`config.mk`:
```
export PLATFORM = sky130hd
export DESIGN_NAME = hreg_ctl
export DESIGN_NICKNAME = d
export VERILOG_FILES = /design/src/rtl/hreg_pkg.sv /design/src/rtl/hreg_decode.sv /design/src/rtl/hreg_alu.sv /design/src/rtl/hreg_irq.sv /design/src/rtl/hreg_ctl.sv
export SDC_FILE = /design/constraint.sdc
export NUM_CORES = 1
export LEC_CHECK = 0
export ABC_AREA = 1
export BUFFER_PORTS_ARGS = -buffer_cell sky130_fd_sc_hd__clkbuf_2
export CORE_UTILIZATION = 40
export CTS_CLUSTER_DIAMETER = 40
export DETAILED_ROUTE_END_ITERATION = 16
export PLACE_DENSITY = 0.6
export SLEW_MARGIN = 20
export SYNTH_ARGS = -nofsm -noshare
export SYNTH_HDL_FRONTEND = slang
export SYNTH_SLANG_ARGS = --single-unit
```
`constraint.sdc`:
```
create_clock -name clk -period 1.7 [get_ports clk]
set_clock_uncertainty 0.05 [all_clocks]
set_input_delay 0.085 -clock clk [delete_from_list [all_inputs] [get_ports clk]]
set_output_delay 0.085 -clock clk [all_outputs]
set_load 0.01 [all_outputs]
```
`src/rtl/hreg_pkg.sv`:
```
package hreg_pkg;
    localparam int DATA_W = 8;
    localparam int ADDR_W = 9;
    localparam int OFS_W  = 5;
    localparam int NREG   = 18;
    localparam logic [OFS_W-1:0] NREG_L = OFS_W'(NREG);

    localparam logic [OFS_W-1:0] OFS_BASE   = 5'h00;
    localparam logic [OFS_W-1:0] OFS_SIZE   = 5'h01;
    localparam logic [OFS_W-1:0] OFS_HST_E  = 5'h08;
    localparam logic [OFS_W-1:0] OFS_HST_O  = 5'h09;
    localparam logic [OFS_W-1:0] OFS_ADP_O  = 5'h0B;
    localparam logic [OFS_W-1:0] OFS_PAGE   = 5'h10;

    localparam int HE_MODE = 7;
    localparam int HE_EN   = 6;
    localparam logic [DATA_W-1:0] HE_PEND_M = 8'h1C;
    localparam logic [DATA_W-1:0] HO_PEND_M = 8'h7E;

    typedef enum logic [1:0] {OP_WR = 2'b00, OP_AND = 2'b01, OP_OR = 2'b10, OP_RD = 2'b11} op_e;
    typedef enum logic [1:0] {AR_CTL = 2'b00, AR_RSV = 2'b01, AR_IDA = 2'b10, AR_IDB = 2'b11} area_e;
    typedef enum logic [1:0] {RK_REG, RK_SIZE, RK_ID, RK_ZERO} rdk_e;

    typedef struct packed {
        logic [NREG-1:0][DATA_W-1:0] regs;
        logic [DATA_W-1:0]           rdata;
        logic                        rvalid;
    } st_t;
endpackage

```
`src/rtl/hreg_decode.sv`:
```
module hreg_decode
    import hreg_pkg::*;
(
    input  logic              acc_valid,
    input  logic [ADDR_W-1:0] acc_addr,
    output op_e               op_o,
    output logic [OFS_W-1:0]  ofs_o,
    output logic              mod_o,
    output logic              rd_o,
    output rdk_e              kind_o,
    output logic              viol_o
);
    area_e area;
    logic  in_map;
    logic  is_rd;

    always_comb begin
        area   = area_e'(acc_addr[8:7]);
        op_o   = op_e'(acc_addr[6:5]);
        ofs_o  = acc_addr[OFS_W-1:0];
        in_map = (ofs_o < NREG_L);
        is_rd  = (op_o == OP_RD);
        rd_o   = acc_valid && is_rd;
        mod_o  = acc_valid && !is_rd && (area == AR_CTL) && in_map;
        viol_o = acc_valid && ((area == AR_RSV) ||
                               (!is_rd && !((area == AR_CTL) && in_map)));
        unique case (area)
            AR_CTL:  kind_o = !in_map ? RK_ZERO :
                              (ofs_o == OFS_SIZE) ? RK_SIZE : RK_REG;
            AR_RSV:  kind_o = RK_ZERO;
            default: kind_o = RK_ID;
        endcase
    end
endmodule

```
`src/rtl/hreg_alu.sv`:
```
module hreg_alu
    import hreg_pkg::*;
(
    input  op_e               op,
    input  logic [DATA_W-1:0] old_v,
    input  logic [DATA_W-1:0] wdata,
    output logic [DATA_W-1:0] new_v
);
    always_comb begin
        unique case (op)
            OP_WR:   new_v = wdata;
            OP_AND:  new_v = old_v & wdata;
            OP_OR:   new_v = old_v | wdata;
            default: new_v = old_v;
        endcase
    end
endmodule

```
`src/rtl/hreg_irq.sv`:
```
module hreg_irq
    import hreg_pkg::*;
(
    input  logic [DATA_W-1:0] hst_even,
    input  logic [DATA_W-1:0] hst_odd,
    output logic              irq_o,
    output logic              chck_o
);
    logic pend;
    logic live;

    always_comb begin
        pend   = (|(hst_even & HE_PEND_M)) || (|(hst_odd & HO_PEND_M));
        live   = hst_even[HE_EN] && pend;
        irq_o  = live && hst_even[HE_MODE];
        chck_o = live && !hst_even[HE_MODE];
    end
endmodule

```
`src/rtl/hreg_ctl.sv`:
```
module hreg_ctl
    import hreg_pkg::*;
(
    input  logic              clk,
    input  logic              rst_n,
    input  logic              acc_valid,
    input  logic [ADDR_W-1:0] acc_addr,
    input  logic [DATA_W-1:0] acc_wdata,
    output logic              rd_valid,
    output logic [DATA_W-1:0] rd_data,
    output logic [OFS_W:0]    id_index,
    input  logic [DATA_W-1:0] id_rd_data,
    input  logic [1:0]        ram_size,
    input  logic              ev_timer,
    input  logic              ev_err,
    input  logic [6:1]        adp_set,
    input  logic [DATA_W-1:0] adp_clr,
    output logic [6:0]        ram_base,
    output logic              paging_en,
    output logic [DATA_W-1:0] adp_req,
    output logic              irq_o,
    output logic              chck_o
);
    st_t               st_d, st_q;
    op_e               op;
    logic [OFS_W-1:0]  ofs;
    logic              mod, rd, viol;
    rdk_e              kind;
    logic [DATA_W-1:0] old_sel, alu_y;
    logic [DATA_W-1:0] host_even_q;

    hreg_decode dec_i (
        .acc_valid (acc_valid),
        .acc_addr  (acc_addr),
        .op_o      (op),
        .ofs_o     (ofs),
        .mod_o     (mod),
        .rd_o      (rd),
        .kind_o    (kind),
        .viol_o    (viol)
    );

    hreg_alu alu_i (
        .op    (op),
        .old_v (old_sel),
        .wdata (acc_wdata),
        .new_v (alu_y)
    );

    hreg_irq irq_i (
        .hst_even (st_q.regs[OFS_HST_E]),
        .hst_odd  (st_q.regs[OFS_HST_O]),
        .irq_o    (irq_o),
        .chck_o   (chck_o)
    );

    always_comb begin
        st_d        = st_q;
        st_d.rvalid = 1'b0;
        old_sel     = '0;
        if (ofs < NREG_L) begin
            old_sel = st_q.regs[ofs];
        end
        // host operation first, then adapter-side sets and clears
        if (mod) begin
            st_d.regs[ofs] = alu_y;
        end
        st_d.regs[OFS_BASE][0] = 1'b0;
        st_d.regs[OFS_HST_E] = st_d.regs[OFS_HST_E] |
                               {3'b000, ev_timer, ev_err, viol, 2'b00};
        st_d.regs[OFS_HST_O] = st_d.regs[OFS_HST_O] | {1'b0, adp_set, 1'b0};
        st_d.regs[OFS_ADP_O] = st_d.regs[OFS_ADP_O] & ~adp_clr;
        if (rd) begin
            st_d.rvalid = 1'b1;
            unique case (kind)
                RK_REG:  st_d.rdata = old_sel;
                RK_SIZE: st_d.rdata = {4'b0000, ram_size, 2'b00};
                RK_ID:   st_d.rdata = id_rd_data;
                default: st_d.rdata = '0;
            endcase
        end
    end

    always_ff @(posedge clk) begin
        if (!rst_n) begin
            st_q <= '0;
        end else begin
            st_q <= st_d;
        end
    end

    assign id_index    = {acc_addr[7], acc_addr[OFS_W-1:0]};
    assign rd_valid    = st_q.rvalid;
    assign rd_data     = st_q.rdata;
    assign ram_base    = st_q.regs[OFS_BASE][7:1];
    assign paging_en   = &st_q.regs[OFS_PAGE][7:6];
    assign adp_req     = st_q.regs[OFS_ADP_O];
    assign host_even_q = st_q.regs[OFS_HST_E];
endmodule

```
* After elaboration in Yosys (flattened, before gate mapping)
Index checks and enable logic that the tools add are counted. W data, S select, Z words.
Word-level totals: register bits after elaboration 153, word-level logic and storage cells 72, output and inout bits 33, input bits 46
Cells by class: eq/ne operators 7, mux-type cells 13, order comparisons 3, bitwise operators 6, reductions and logical operators 22
Operators with widths (count):
- $bwmux W144 | 1
- $mux W96 | 1
- $pmux W8 S3 | 2
- $bmux W8 S5 | 1
- $demux W8 S5 | 1
- $mux W8 | 3
- $and A8 B8 Y8 | 2
- $logic_and A1 B1 Y1 | 11
- $not A8 Y8 | 1
- $or A8 B5 Y8 | 1
- $or A8 B7 Y8 | 1
- $or A8 B8 Y8 | 1
- $eq A2 B1 Y1 const B | 3
- $eq A2 B2 Y1 const B | 3
- $logic_not A2 Y1 | 3
- $lt A5 B6 Y1 const B | 1
- $reduce_or A6 Y1 | 1
- $eq A5 B1 Y1 const B | 1
- $ge A5 B1 Y1 const B | 1
- $lt A5 B5 Y1 const B | 1
- $pmux W2 S2 | 1
- $logic_not A1 Y1 | 3
- $reduce_or A3 Y1 | 1
- $logic_or A1 B1 Y1 | 2
- other kinds (3) | 4

* Longest topological paths before layout
word-level depth 8, gate-level depth with buffers 13, gate-level depth less buffers 11

* By module
Synthesis repeated with hierarchy kept, for this count alone.
Second synthesis, totals: cell total of the unflattened synthesis 1052, area total of the unflattened synthesis 7293.2 µm²
Modules (own cells, without submodules):
- hreg_ctl | area an instance 6976.7 µm², cells each 982, instances 1, sequential area each 3042.9 µm²
- hreg_decode | area an instance 153.9 µm², cells each 30, instances 1, sequential area each 0.0 µm²
- hreg_alu | area an instance 103.8 µm², cells each 25, instances 1, sequential area each 0.0 µm²
- hreg_irq | area an instance 58.8 µm², cells each 15, instances 1, sequential area each 0.0 µm²

* Worst setup path before layout
OpenSTA, ideal clock, no wires.
path type input to register, start point input port acc_addr[8], end point register with a tool-made name, path slack 0.225 ns, arrival time 1.312 ns, cell stages on the path 11, required time 1.536 ns, library setup time 0.114 ns, buffers on the path 2, cell sequence buf_2 nor2_1 and3_1 nand2_1 inv_1 nand2_1 nor2_1 buf_2 inv_1 o21bai_1 inv_1
RTL lines:
- from (decl) | line hreg_ctl.sv:7 | input logic [ADDR_W-1:0] acc_addr,

* Final worst setup path
start point register st_q[85] (netlist name), end point output port chck_o
Between the ends: word-level cells in the longest chain between the ends 4
Ends and longest elaborated chain:
- from (decl) | line hreg_ctl.sv:24 | st_t st_d, st_q;
- from (signal assigned) | line hreg_ctl.sv:88 | st_q <= st_d;
- $reduce_or A6 Y1 | line hreg_irq.sv:13 | pend = (|(hst_even & HE_PEND_M)) || (|(hst_odd & HO_PEND_M));
- $logic_or A1 B1 Y1 | line hreg_irq.sv:13
- $logic_and A1 B1 Y1 | line hreg_irq.sv:14 | live = hst_even[HE_EN] && pend;
- $logic_and A1 B1 Y1 | line hreg_irq.sv:16 | chck_o = live && !hst_even[HE_MODE];
- to (decl) | line hreg_ctl.sv:22 | output logic chck_o
No other way between the ends.

==> summary.md <==
| Metric | Value |
|---|---|
| Clock Latency Late Sink | `0.42 ns` |
| Longest Clk Path Bufs | `2` |
| CP Launch Type | `flip-flop` |
| Routability cong. | `around 0.9` |
| Status | `complete, but fails checks` |
| Crit path DAT | `1.71 ns` |
| ANT nets after route | `0` |
| CTS tree | `done` |
| DRT Pass-1 Iters | `5` |
| Slowest cell delay on critical path | `0.33 ns` |
| First-pass GRT wire length | `between 40 and 50 mm` |
| Via count | `about 8,600` |
| Placed Area | `9510 um2` |
| Worst Setup Path Type | `flip-flop to primary output` |
| Row count | `52` |
| Final setup viols | `2` |
| Failing checks | `setup timing` |
| Drt drc | `0` |
| Crit share post-route | `108%` |
| GRT Residual Overflow | `0` |
| Fin nets | `1,519` |
| Worst path required time | `1.56 ns` |
| Drt via density | `4.90` |
| Total routed wirelength | `26.8 mm` |
| Hold Vio Cnt, Final | `0` |
| Highest clock rate | `~540 MHz` |
| Async S/R FF share, synth | `0%` |
| Total GRT Usage | `25.7%` |
| Initial Utilization | `a little over 40%` |
| Worst vdd ir | `about 0.0006 V` |
| Initial DRC Count | `699` |
| Setup ws final | `-0.143 ns` |
| Synth area leaders | `dfxtp_1 (37%), nand2_1 (18%), inv_1 (8.6%)` |
| Core area | `between 20,000 and 25,000 um2` |
| Die area | `21,100 um2` |
| TritonCTS Buffers | `17` |
| Netlist Area Pre-Place | `between 8000 and 9000 um2` |
| Final hold slack | `0.0584 ns` |
| Worst-margin pin slew | `0.436 ns` |
| Syn Inst Count | `1,318` |
| Total power | `7940 uW` |
| Clk root buf | `clkbuf_16` |
| Yosys warning count | `0` |
| Worst path cell trace | `nor4_2 > nand2_1 > o41ai_4 > buf_4 > nor2_1 > clkbuf_2` |
| H-Tree Depth | `4` |
| LEAKAGE | `0.00578 uW` |
| Clk slew on worst S/H paths | `roughly 0.060 ns` |
| Worst slack at placement | `-0.221 ns` |
| Max-Cap Viols | `0` |
| Initial antenna violation count | `0` |
| Unique masters post-synth | `29` |
| Routed length per instance | `15.3 um` |
| Power per Cell Area | `750 nW/um2` |
| Post-synthesis sequential area ratio | `37.0%` |
| Top cells by instance count after synthesis | `nand2_1 (391), inv_1 (188), nor2_1 (171), dfxtp_1 (152), o21ai_0 (82)` |
| CP max FO | `2` |
| HPWL after DPL | `18.7 mm` |
| Top Family by Delay on Critical Path | `simple AND/OR/NAND/NOR gates` |
| CP Capture Type | `primary output` |
| Count leader, synth | `nand2_1` |
| Die height | `between 100 and 150 um` |
| Syn_nets | `1,364` |
| CP max stage cell | `dfxtp_2` |
| Top_reg_cell synth | `dfxtp_1` |
| Flops & latches, synth | `152` |
| Buf+Inv Stages, Crit Path | `2` |
| Number of synthesized flops with an enable pin | `0` |
| Post-route cell area | `10,600 um2` |
| Slew Viols, Final | `0` |
| Area Overhead vs Synth | `28.7%` |
| Hold Path Class | `primary input to flip-flop` |
| Diodes inserted | `0` |
| Chip width | `145 um` |
| Number of global-route vias before repair | `8,010` |
| IO Pins | `79` |
| Buffers on Ports | `78` |
| Area leader, netlist | `dfxtp_1` |
| Share of post-route cells with drive strength above 1 | `21.7%` |
| Mean area per synthesized cell | `approximately 6.2 um2` |
| Yosys top cell area share | `a little under two fifths` |
| Post-layout min period | `1.84 ns` |
| Largest net degree at the start of global routing | `47` |
| Rel. slew slack | `70.9%` |
| Clk sinks | `152` |
| RSZ-0062 raised after global routing | `true` |
[what timing repair did]
action,in CTS,in global routing
endpoints found under the setup margin,2,108
buffers inserted,1,3
pin swaps,1,15
gates cloned,0,1
hold endpoints to repair,22,0
hold buffers,22,0
resized for setup,3,112
[path summary, 6_finish.rpt]
check	from	end	slack, ns	depth (start not counted)
max reg2reg	flip-flop	flip-flop	0.06	11
max	st_q[85]	chck_o	-0.14	6
min	ram_size[1]	rd_data[3]	0.06	5
min reg2reg	rd_data[5]	rd_data[5]	0.42	2
[routing by layer]
layer	global-route usage [%]	wire, um	up-vias	part of all wire (%)
met5	0	0	-	0
met4	10.2	897	0	3.3
met3	5.05	1580	60	5.9
met2	41.6	12100	276	45
met1	33.6	12200	3922	46
li1	-	-	4344	-
[layout by cell type, fill, tap and decap left out, drive strengths merged, types with 3 or more instances in the layout]
master,netlist,layout
a21oi,47,47
buf,77,128
clkbuf,16,99
clkinv,3,11
clkinvlp,0,3
dfxtp,152,152
dlygate4sd3,0,22
inv,197,197
nand2,398,398
nand3,53,53
nand4,10,10
nor2,176,176
nor3,12,12
o21a,9,9
o21ai,119,119
o21bai,42,42
[worst register-to-register path, stage by stage (launching register included)]
cell and delay (ns):
dfxtp_1 0.32, nand2_1 0.06, nand2_1 0.05, nand2_1 0.09, nand2_1 0.08, nand2_1 0.08, nand3_2 0.13, o21bai_1 0.22
nand2_2 0.12, buf_8 0.16, o21bai_1 0.14, inv_1 0.05
[area by class of cell]
cell class              instances  area, um2
multi-input cells             873       4090
clock inverters                12        104
flip-flops and latches        152       3050
fillers                      2019       9590
well taps                     270        338
repair buffers                229       1810
clock buffers                  20        437
inverters                     200        752
[where the power goes]
group	total (uW)	internal (uW)	switching [uW]	leakage [uW]
clock network	3560	2010	1550	0.000260
logic	768	310	457	0.00429
registers	3610	3590	21.4	0.00123
total	7940	5910	2030	0.00578
[logic make-up after synthesis]
kind of cell / count (synthesis) / synth area share, %
buf+inv: 293 / 15.9
simple gates: 651 / 31.5
flops: 152 / 37.0
compound gates: 222 / 15.5
[through the flow]
step	util (%)	instances	setup TNS, ns
after global routing	52.5	1756	-1.36
after detailed placement	47.1	1697	-15.16
after floorplan	-	1318	0
after CTS	51.0	1752	-0.385
final	52.5	1756	-0.284
after global placement	47.1	1697	-13.55
Note: power is estimated with default switching activity, not from simulation.
